## src/rtl/regframe_pkg.sv

```systemverilog
// Shared constants and types for the register renamer.
// Assumes a fixed block of 32 global registers and a 7-bit logical index.
package regframe_pkg;
    localparam int NUM_GLOBALS = 32;
    localparam int LOG_W       = 7;
    localparam int CNT_W       = 7;
    localparam int MAX_FRAME   = 96;

    typedef logic [CNT_W-1:0] cnt_t;

    typedef enum logic [2:0] {
        CMD_NONE,
        CMD_ALLOC,
        CMD_CALL,
        CMD_RET,
        CMD_ROT
    } frame_cmd_e;

    typedef struct packed {
        cnt_t sof;   // frame size
        cnt_t sol;   // locals size
        cnt_t sor;   // rotating size
        cnt_t rrb;   // rotating base
    } frame_shape_t;
endpackage

```

## src/rtl/regframe_cmd_decode.sv

```systemverilog
// Priority encoder for the frame command strobes.
// Assumes strobes are single-cycle; alloc > call > return > rotate.
module regframe_cmd_decode
    import regframe_pkg::*;
(
    input  logic       do_alloc,
    input  logic       do_call,
    input  logic       do_return,
    input  logic       do_rotate,
    output frame_cmd_e cmd
);
    // Pick the single command that takes effect this cycle.
    always_comb begin
        if (do_alloc)       cmd = CMD_ALLOC;
        else if (do_call)   cmd = CMD_CALL;
        else if (do_return) cmd = CMD_RET;
        else if (do_rotate) cmd = CMD_ROT;
        else                cmd = CMD_NONE;
    end
endmodule

```

## src/rtl/regframe_save_stack.sv

```systemverilog
// LIFO of saved frames, one entry per call nesting level.
// Assumes push and pop are never requested in the same cycle.
module regframe_save_stack #(
    parameter int DEPTH = 8,
    parameter int WIDTH = 35
) (
    input  logic             clk,
    input  logic             rst_n,
    input  logic             push,
    input  logic             pop,
    input  logic [WIDTH-1:0] push_data,
    output logic [WIDTH-1:0] top_data,
    output logic             full,
    output logic             empty
);
    localparam int PTR_W = $clog2(DEPTH + 1);
    localparam int IDX_W = (DEPTH > 1) ? $clog2(DEPTH) : 1;

    logic [WIDTH-1:0] mem [DEPTH];
    logic [PTR_W-1:0] count;
    logic [PTR_W-1:0] top_ptr;

    assign full    = (count == PTR_W'(DEPTH));
    assign empty   = (count == '0);
    assign top_ptr = count - PTR_W'(1);
    assign top_data = mem[top_ptr[IDX_W-1:0]];

    // Track the number of saved frames.
    always_ff @(posedge clk) begin
        if (!rst_n)             count <= '0;
        else if (push && !full) count <= count + PTR_W'(1);
        else if (pop && !empty) count <= count - PTR_W'(1);
    end

    // Store a frame on a successful push.
    always_ff @(posedge clk) begin
        if (push && !full) mem[count[IDX_W-1:0]] <= push_data;
    end

    assert_depth_R8: assert property (@(posedge clk) disable iff (!rst_n)
        count <= PTR_W'(DEPTH));
endmodule

```

## src/rtl/regframe_ctrl.sv

```systemverilog
// Holds the current frame (base, sizes, rotating base) and applies commands.
// Assumes PHYS_STK >= 96 so a frame never wraps onto itself.
module regframe_ctrl
    import regframe_pkg::*;
#(
    parameter int PHYS_STK = 128,
    parameter int DEPTH    = 8
) (
    input  logic                        clk,
    input  logic                        rst_n,
    input  frame_cmd_e                  cmd,
    input  cnt_t                        alloc_locals,
    input  cnt_t                        alloc_outputs,
    input  cnt_t                        alloc_rotating,
    output logic [$clog2(PHYS_STK)-1:0] frame_base,
    output cnt_t                        frame_sof,
    output cnt_t                        frame_sor,
    output cnt_t                        frame_rrb,
    output logic                        ovf_flag,
    output logic                        unf_flag
);
    localparam int BASE_W  = $clog2(PHYS_STK);
    localparam int SHAPE_W = $bits(frame_shape_t);
    localparam int ENTRY_W = BASE_W + SHAPE_W;
    localparam int SUM_W   = ((BASE_W > CNT_W) ? BASE_W : CNT_W) + 1;

    frame_shape_t        shape, shape_n, shape_saved;
    logic [BASE_W-1:0]   base_n, base_saved, callee_base;
    logic [ENTRY_W-1:0]  top_data;
    logic                stk_full, stk_empty, push, pop;
    logic [CNT_W:0]      alloc_total;
    logic                alloc_ok;
    logic [SUM_W-1:0]    base_sum;

    assign push = (cmd == CMD_CALL) && !stk_full;
    assign pop  = (cmd == CMD_RET) && !stk_empty;

    regframe_save_stack #(.DEPTH(DEPTH), .WIDTH(ENTRY_W)) u_stack (
        .clk       (clk),
        .rst_n     (rst_n),
        .push      (push),
        .pop       (pop),
        .push_data ({frame_base, shape}),
        .top_data  (top_data),
        .full      (stk_full),
        .empty     (stk_empty)
    );

    assign base_saved  = top_data[ENTRY_W-1 -: BASE_W];
    assign shape_saved = frame_shape_t'(top_data[SHAPE_W-1:0]);

    // Validate alloc sizes against the frame limit.
    always_comb begin
        alloc_total = {1'b0, alloc_locals} + {1'b0, alloc_outputs};
        alloc_ok    = (alloc_total <= (CNT_W+1)'(MAX_FRAME)) &&
                      ({1'b0, alloc_rotating} <= alloc_total);
    end

    // Callee base: current base plus locals, wrapped on the pool size.
    always_comb begin
        base_sum = SUM_W'(frame_base) + SUM_W'(shape.sol);
        if (base_sum >= SUM_W'(PHYS_STK))
            callee_base = BASE_W'(base_sum - SUM_W'(PHYS_STK));
        else
            callee_base = BASE_W'(base_sum);
    end

    // Next frame state for the selected command.
    always_comb begin
        base_n  = frame_base;
        shape_n = shape;
        case (cmd)
            CMD_ALLOC: if (alloc_ok) begin
                shape_n.sof = alloc_total[CNT_W-1:0];
                shape_n.sol = alloc_locals;
                shape_n.sor = alloc_rotating;
                shape_n.rrb = '0;
            end
            CMD_CALL: if (!stk_full) begin
                base_n      = callee_base;
                shape_n.sof = shape.sof - shape.sol;
                shape_n.sol = '0;
                shape_n.sor = '0;
                shape_n.rrb = '0;
            end
            CMD_RET: if (!stk_empty) begin
                base_n  = base_saved;
                shape_n = shape_saved;
            end
            CMD_ROT: if (shape.sor != '0) begin
                shape_n.rrb = (shape.rrb == '0) ? shape.sor - cnt_t'(1)
                                                : shape.rrb - cnt_t'(1);
            end
            default: ;
        endcase
    end

    // Register the frame state.
    always_ff @(posedge clk) begin
        if (!rst_n) begin
            frame_base <= '0;
            shape      <= '0;
        end else begin
            frame_base <= base_n;
            shape      <= shape_n;
        end
    end

    // Register the refused-command flags.
    always_ff @(posedge clk) begin
        if (!rst_n) begin
            ovf_flag <= 1'b0;
            unf_flag <= 1'b0;
        end else begin
            ovf_flag <= (cmd == CMD_CALL) && stk_full;
            unf_flag <= (cmd == CMD_RET) && stk_empty;
        end
    end

    assign frame_sof = shape.sof;
    assign frame_sor = shape.sor;
    assign frame_rrb = shape.rrb;

    assert_rrb_bound_R5: assert property (@(posedge clk) disable iff (!rst_n)
        (shape.sor != '0) |-> (shape.rrb < shape.sor));
    assert_rrb_idle_R5: assert property (@(posedge clk) disable iff (!rst_n)
        (shape.sor == '0) |-> (shape.rrb == '0));
    assert_alloc_shape_R3: assert property (@(posedge clk) disable iff (!rst_n)
        (cmd == CMD_ALLOC && alloc_ok) |=>
            (shape.rrb == '0 && shape.sor == $past(alloc_rotating)));
    assert_call_shape_R6: assert property (@(posedge clk) disable iff (!rst_n)
        (cmd == CMD_CALL && !stk_full) |=>
            (shape.sol == '0 && shape.sor == '0 && shape.rrb == '0));
    assert_ovf_cause_R8: assert property (@(posedge clk) disable iff (!rst_n)
        ovf_flag |-> $past(cmd == CMD_CALL));
    assert_unf_cause_R9: assert property (@(posedge clk) disable iff (!rst_n)
        unf_flag |-> $past(cmd == CMD_RET));
    assert_refused_call_R8: assert property (@(posedge clk) disable iff (!rst_n)
        (cmd == CMD_CALL && stk_full) |=> $stable(frame_base));
    assert_one_flag_R11: assert property (@(posedge clk) disable iff (!rst_n)
        !(ovf_flag && unf_flag));
endmodule

```

## src/rtl/regframe_map.sv

```systemverilog
// Combinational logical-to-physical index translation.
// Assumes rrb < sor whenever sor is non-zero, and base < PHYS_STK.
module regframe_map
    import regframe_pkg::*;
#(
    parameter int PHYS_STK = 128
) (
    input  logic [LOG_W-1:0]                          lidx,
    input  logic [$clog2(PHYS_STK)-1:0]               base,
    input  cnt_t                                      sof,
    input  cnt_t                                      sor,
    input  cnt_t                                      rrb,
    output logic [$clog2(NUM_GLOBALS+PHYS_STK)-1:0]   pidx,
    output logic                                      illegal
);
    localparam int BASE_W = $clog2(PHYS_STK);
    localparam int PHYS_W = $clog2(NUM_GLOBALS + PHYS_STK);
    localparam int SUM_W  = ((BASE_W > CNT_W) ? BASE_W : CNT_W) + 1;

    logic             is_global, in_rot;
    cnt_t             v, r;
    logic [CNT_W:0]   rsum;
    logic [SUM_W-1:0] psum;
    logic [BASE_W-1:0] off;

    // Virtual offset, rotated inside the rotating region.
    always_comb begin
        is_global = (lidx < LOG_W'(NUM_GLOBALS));
        v         = lidx - LOG_W'(NUM_GLOBALS);
        in_rot    = (v < sor);
        rsum      = {1'b0, v} + {1'b0, rrb};
        if (!in_rot)
            r = v;
        else if (rsum >= {1'b0, sor})
            r = CNT_W'(rsum - {1'b0, sor});
        else
            r = rsum[CNT_W-1:0];
        psum = SUM_W'(base) + SUM_W'(r);
    end

    // Pool wrap: plain truncation for power-of-two pools, else subtract.
    generate
        if ((PHYS_STK & (PHYS_STK - 1)) == 0) begin : g_pow2
            assign off = psum[BASE_W-1:0];
        end else begin : g_any
            assign off = (psum >= SUM_W'(PHYS_STK)) ? BASE_W'(psum - SUM_W'(PHYS_STK))
                                                   : BASE_W'(psum);
        end
    endgenerate

    // Final physical index and frame-bound check.
    always_comb begin
        pidx    = is_global ? PHYS_W'(lidx) : PHYS_W'(NUM_GLOBALS) + PHYS_W'(off);
        illegal = !is_global && (v >= sof);
    end
endmodule

```

## src/rtl/regframe_renamer.sv

```systemverilog
// Top of the stacked and rotating register renamer.
// Assumes single-cycle command strobes and a 7-bit logical index.
module regframe_renamer #(
    parameter int PHYS_STK   = 128,
    parameter int SAVE_DEPTH = 8
) (
    input  logic                                                clk,
    input  logic                                                rst_n,
    input  logic                                                do_alloc,
    input  logic                                                do_call,
    input  logic                                                do_return,
    input  logic                                                do_rotate,
    input  logic [6:0]                                          alloc_locals,
    input  logic [6:0]                                          alloc_outputs,
    input  logic [6:0]                                          alloc_rotating,
    input  logic [6:0]                                          lookup_idx,
    output logic [$clog2(regframe_pkg::NUM_GLOBALS+PHYS_STK)-1:0] phys_idx,
    output logic [6:0]                                          frame_size,
    output logic                                                illegal_reg,
    output logic                                                stack_overflow,
    output logic                                                stack_underflow
);
    import regframe_pkg::*;
    localparam int BASE_W = $clog2(PHYS_STK);
    localparam int PHYS_W = $clog2(NUM_GLOBALS + PHYS_STK);

    frame_cmd_e        cmd;
    logic [BASE_W-1:0] base;
    cnt_t              sof, sor, rrb;

    regframe_cmd_decode u_dec (
        .do_alloc  (do_alloc),
        .do_call   (do_call),
        .do_return (do_return),
        .do_rotate (do_rotate),
        .cmd       (cmd)
    );

    regframe_ctrl #(.PHYS_STK(PHYS_STK), .DEPTH(SAVE_DEPTH)) u_ctrl (
        .clk            (clk),
        .rst_n          (rst_n),
        .cmd            (cmd),
        .alloc_locals   (alloc_locals),
        .alloc_outputs  (alloc_outputs),
        .alloc_rotating (alloc_rotating),
        .frame_base     (base),
        .frame_sof      (sof),
        .frame_sor      (sor),
        .frame_rrb      (rrb),
        .ovf_flag       (stack_overflow),
        .unf_flag       (stack_underflow)
    );

    regframe_map #(.PHYS_STK(PHYS_STK)) u_map (
        .lidx    (lookup_idx),
        .base    (base),
        .sof     (sof),
        .sor     (sor),
        .rrb     (rrb),
        .pidx    (phys_idx),
        .illegal (illegal_reg)
    );

    assign frame_size = sof;

    assert_global_passthru_R1: assert property (@(posedge clk) disable iff (!rst_n)
        (lookup_idx < 7'd32) |-> (phys_idx == PHYS_W'(lookup_idx) && !illegal_reg));
    assert_stacked_range_R4: assert property (@(posedge clk) disable iff (!rst_n)
        (lookup_idx >= 7'd32) |->
            (phys_idx >= PHYS_W'(NUM_GLOBALS) &&
             int'(phys_idx) < NUM_GLOBALS + PHYS_STK));
    assert_frame_cap_R3: assert property (@(posedge clk) disable iff (!rst_n)
        frame_size <= 7'(MAX_FRAME));
    assert_illegal_bound_R10: assert property (@(posedge clk) disable iff (!rst_n)
        illegal_reg |-> (lookup_idx >= 7'd32));
endmodule

```

## config.mk

```make
export PLATFORM = sky130hd
export DESIGN_NAME = regframe_renamer
export DESIGN_NICKNAME = d
export VERILOG_FILES = /design/src/rtl/regframe_pkg.sv /design/src/rtl/regframe_cmd_decode.sv /design/src/rtl/regframe_save_stack.sv /design/src/rtl/regframe_ctrl.sv /design/src/rtl/regframe_map.sv /design/src/rtl/regframe_renamer.sv
export SDC_FILE = /design/constraint.sdc
export NUM_CORES = 1
export LEC_CHECK = 0
export BUFFER_PORTS_ARGS = -buffer_cell sky130_fd_sc_hd__buf_2
export CAP_MARGIN = 10
export CORE_ASPECT_RATIO = 2
export CORE_MARGIN = 2
export CORE_UTILIZATION = 56
export DETAILED_ROUTE_END_ITERATION = 7
export PLACE_DENSITY = 0.76
export SLEW_MARGIN = 25
export SYNTH_ARGS = -nofsm -noshare
export SYNTH_HDL_FRONTEND = slang
export SYNTH_SLANG_ARGS = --single-unit
```

## constraint.sdc

```tcl
create_clock -name clk -period 6 [get_ports clk]
set_clock_uncertainty 0.1 [all_clocks]
set_input_delay 0.9 -clock clk [delete_from_list [all_inputs] [get_ports clk]]
set_output_delay 0.9 -clock clk [all_outputs]
set_load 0.05 [all_outputs]
```

==> results.md <==
- Relative slew slack: 0.313
- All-layer global routing usage: 0.267
- Number of core rows: 85
- Number of global-route vias before repair: 9,816
- Final core area utilization: 0.650
- Leading cell types by total area after synthesis: sky130_fd_sc_hd__edfxtp_1, sky130_fd_sc_hd__mux4_2, sky130_fd_sc_hd__dfxtp_1, sky130_fd_sc_hd__ha_1, sky130_fd_sc_hd__mux2i_1
- CTS root buffer: sky130_fd_sc_hd__clkbuf_16
- Maximum net fanout on the critical path: 3
- Number of remaining DRC errors: 0
- Required @ worst endpoint: 5.00 ns
- Min Tclk post-route: 6.38 ns
- Max cap viols: 0
- TritonCTS buffer count: 26
- Number of vias after detailed routing: 9,625
- Busiest metal layer after global routing: met2
- Vias per std cell: 6.39
- Yosys warnings: 0
- Worst path max stage delay: 0.42 ns
- Layout net count: 1,243
- Critical Path Sink Type: output port
- Overall overflow remaining after global route: 0
- Register bit total from synthesis: 321
- Average size of a mapped cell: 14.8 µm²
- Global-route met2 utilization: 0.474
- Antenna viol nets, final: 0
- Initial Util: 0.567
- Final count of pins violating max slew: 0
- TritonCTS clock tree: built
- Reported leakage power: 6.27 nW
- Crit Path Class: input port to output port
- Area added between synthesis and finish: 14.6%
- Prevailing post-synth register cell: sky130_fd_sc_hd__edfxtp_1
- RSZ-0062 raised after global routing: true
- Slowest stage cell on the critical path: sky130_fd_sc_hd__fa_2
- Worst setup path startpoint: lookup_idx[0]
- Total Die Area: 28,700 µm²
- Number of cells after detailed placement: 1,452
- Summed instance area of the synthesized netlist: 15,300 µm²
- WL/cell: 24.8 µm
- Final instance area: 17,500 µm²
- Crit Reg-Reg Startpoint: u_ctrl.u_stack.count[0]$_SDFFE_PN0P_
- Net Count, Synth: 1,134
- Area of the placeable core: 26,900 µm²
- Count of routing violations after the opening detailed-route iteration: 932
- Met1 track demand over resource in global routing: 0.325
- Final Instance Count excl. Fillers: 1,507
- Path category of the worst min-delay check: flip-flop to flip-flop
- H-Tree Level Count: 1
- PwrDens: 378 nW/µm²
- First-pass GRT wire length: 56,900 µm
- Hold Violations, Final: 0
- Source-to-sink clock delay at the later pin of the worst-skew pair: 0.55 ns
- Routing usage on met3: 0.0245
- RePlAce Congestion: 0.938
- Number of distinct library cell variants in the gate-level netlist after synthesis: 66
- Port bufs: 51
- Result of the run: finished with violations
- Cells traversed along the worst timing path: buf_8 -> ha_4 -> fa_2 -> a21o_1 -> a21oi_2 -> xnor2_2 -> ha_1 -> o21a_1 -> o31a_1 -> o311ai_4 -> nand2_2 -> mux2_4 -> o21ai_2 -> ha_2 -> fa_2 -> a21o_1 -> a21oi_2 -> o21bai_1 -> a21oi_1 -> xnor2_1 -> xnor2_1 -> ha_1 -> mux2_4 -> buf_8
- Slew @ Worst Pin: 1.03 ns
- Initial antenna violation count: 1
- Total Wirelength: 37,400 µm
- Fin Setup TNS: -0.544 ns
- Most numerous cell in the Yosys netlist: sky130_fd_sc_hd__edfxtp_1
- Max Root-Sink Buffers: 3
- Period utilisation layout: 1.06
- Clock sink count: 321
- Highest ir drop seen on vdd: 0.000444 V
- DR pass1 iterations: 6
- Fraction of final layout cells sized beyond drive strength 1: 0.270
- Number of setup violations in the final report: 3
- Die outline height: 237 µm
- Cell Area, Placed: 16,400 µm²
- Count of flip-flops with a built-in enable after synthesis: 280
- Failing checks: setup timing
- Clock transition at the registers of the reported paths: 0.07 ns
- Die W: 121 µm
- DPL Wire Length: 24,200 µm
- Pre-CTS setup slack: -0.566 ns
- Post-synthesis instance total: 1,029
- Crit start category: input port
- Hold path startpoint: u_ctrl.u_stack.count[3]$_SDFFE_PN0P_
- Proportion of synthesized flip-flops having asynchronous set or reset: 0
- Count of boundary I/O pins: 52
- Worst Path Arrival: 5.38 ns
- Final worst-path setup slack: -0.379 ns
- Commonest cells in the netlist: sky130_fd_sc_hd__edfxtp_1, sky130_fd_sc_hd__mux4_2, sky130_fd_sc_hd__a21oi_1, sky130_fd_sc_hd__ha_1, sky130_fd_sc_hd__nor2_1
- Leading area contributor after synthesis: sky130_fd_sc_hd__edfxtp_1
- Pin count of the biggest net entering global routing: 47
- Proportion of netlist area held by the largest area contributor: 0.551
- Sequential element share of the synthesized area: 0.605
- Maximum clock frequency: 157 MHz
## through the flow
step / hold slack (ns) / power [mW]
floorplan: 0.409 / 4.07
global placement: 0.487 / 4.69
detailed placement: 0.488 / 4.72
CTS: 0.498 / 6.61
global route: 0.543 / 6.88
finish: 0.511 / 6.62
## routing by layer
metal / vias to the layer above / part of all wire / wire length, µm
met1: 4886 / 0.37 / 13800
met2: 380 / 0.53 / 19800
met5: - / 0 / 0
li1: 4259 / - / -
met4: 0 / 0.050 / 1870
met3: 100 / 0.052 / 1950
## registers in the layout, summed over array words and instances, names as in the netlist
name and flops:
u_ctrl.frame_sof 7, u_ctrl.frame_sor 7, u_ctrl.u_stack.mem 280, u_ctrl.unf_flag 1, u_ctrl.frame_rrb 7, u_ctrl.ovf_flag 1, u_ctrl.u_stack.count 4, u_ctrl.shape 7
u_ctrl.frame_base 7
## worst paths after layout
| path | slack, ns | endpoint | cells after the start |
|---|---|---|---|
| max | -0.38 | phys_idx[6] | 24 |
| min | 0.51 | u_ctrl.ovf_flag$_SDFF_PN0_ | 2 |
| max reg2reg | 2.28 | u_ctrl.frame_sof[5]$_SDFFE_PN0P_ | 9 |
| min reg2reg | 0.51 | u_ctrl.ovf_flag$_SDFF_PN0_ | 2 |
## cell usage in the layout, fill, tap and decap left out, types with 5 or more instances in the layout
cell / count
sky130_fd_sc_hd__and3_1: 5
sky130_fd_sc_hd__edfxtp_1: 280
sky130_fd_sc_hd__mux4_2: 70
sky130_fd_sc_hd__dfxtp_1: 40
sky130_fd_sc_hd__buf_4: 82
sky130_fd_sc_hd__a211oi_1: 10
sky130_fd_sc_hd__o211ai_1: 11
sky130_fd_sc_hd__inv_1: 44
sky130_fd_sc_hd__ha_1: 61
sky130_fd_sc_hd__a21o_1: 9
sky130_fd_sc_hd__a311oi_2: 15
sky130_fd_sc_hd__clkbuf_8: 8
sky130_fd_sc_hd__buf_2: 47
sky130_fd_sc_hd__mux2i_1: 37
sky130_fd_sc_hd__nand2_1: 49
sky130_fd_sc_hd__clkbuf_16: 28
sky130_fd_sc_hd__nor2_4: 6
sky130_fd_sc_hd__mux2_2: 7
sky130_fd_sc_hd__nor2b_1: 11
sky130_fd_sc_hd__a21oi_1: 62
sky130_fd_sc_hd__o21bai_1: 7
sky130_fd_sc_hd__nand3_1: 17
sky130_fd_sc_hd__nor2_1: 51
sky130_fd_sc_hd__o21ai_0: 24
sky130_fd_sc_hd__a31oi_1: 7
sky130_fd_sc_hd__xnor2_1: 18
sky130_fd_sc_hd__nor3_1: 16
sky130_fd_sc_hd__nand2b_1: 5
sky130_fd_sc_hd__xor2_1: 6
sky130_fd_sc_hd__o21ai_1: 8
## where the power goes
part | switching (mW) | total [mW] | internal (mW)
registers | 0.145 | 2.73 | 2.58
logic | 1.14 | 2.07 | 0.923
clock network | 0.789 | 1.83 | 1.04
total | 2.08 | 6.62 | 4.54
## cell families after synthesis
| family | after synthesis | synth area share |
|---|---|---|
| AOI/OAI and AO/OA | 206 | 0.0960 |
| xor gates and xnor gates | 26 | 0.0149 |
| adders and majority gates | 71 | 0.0611 |
| buffers and inverters | 96 | 0.0284 |
| DFF | 321 | 0.605 |
| muxes | 119 | 0.136 |
| and+or+nand+nor | 190 | 0.0587 |
## repair_timing
item,in CTS,in global routing
hold endpoints to repair,0,0
endpoints found under the setup margin,3,5
hold buffers,0,0
pin swaps,15,11
buffers inserted,5,1
gates resized for setup,15,9
## layout make-up
cell class	instances	area (µm²)
antenna	1	2.50
clock buffer	37	815
clock inverter	11	123
fill	1850	9410
inverter	44	165
multi-input combinational	612	5820
sequential	321	9230
tap	348	435
timing repair buffer	133	907
## critical path, delay by kind of cell
family	cells	cell delay, ns
AO/OA/AOI/OAI	10	1.51
buffers and inverters	2	0.25
AND/OR/NAND/NOR	1	0.14
multiplexers	2	0.50
XOR/XNOR	3	0.44
adder cells (fa/ha/maj)	6	1.62
(Power assumes the default switching activity.)
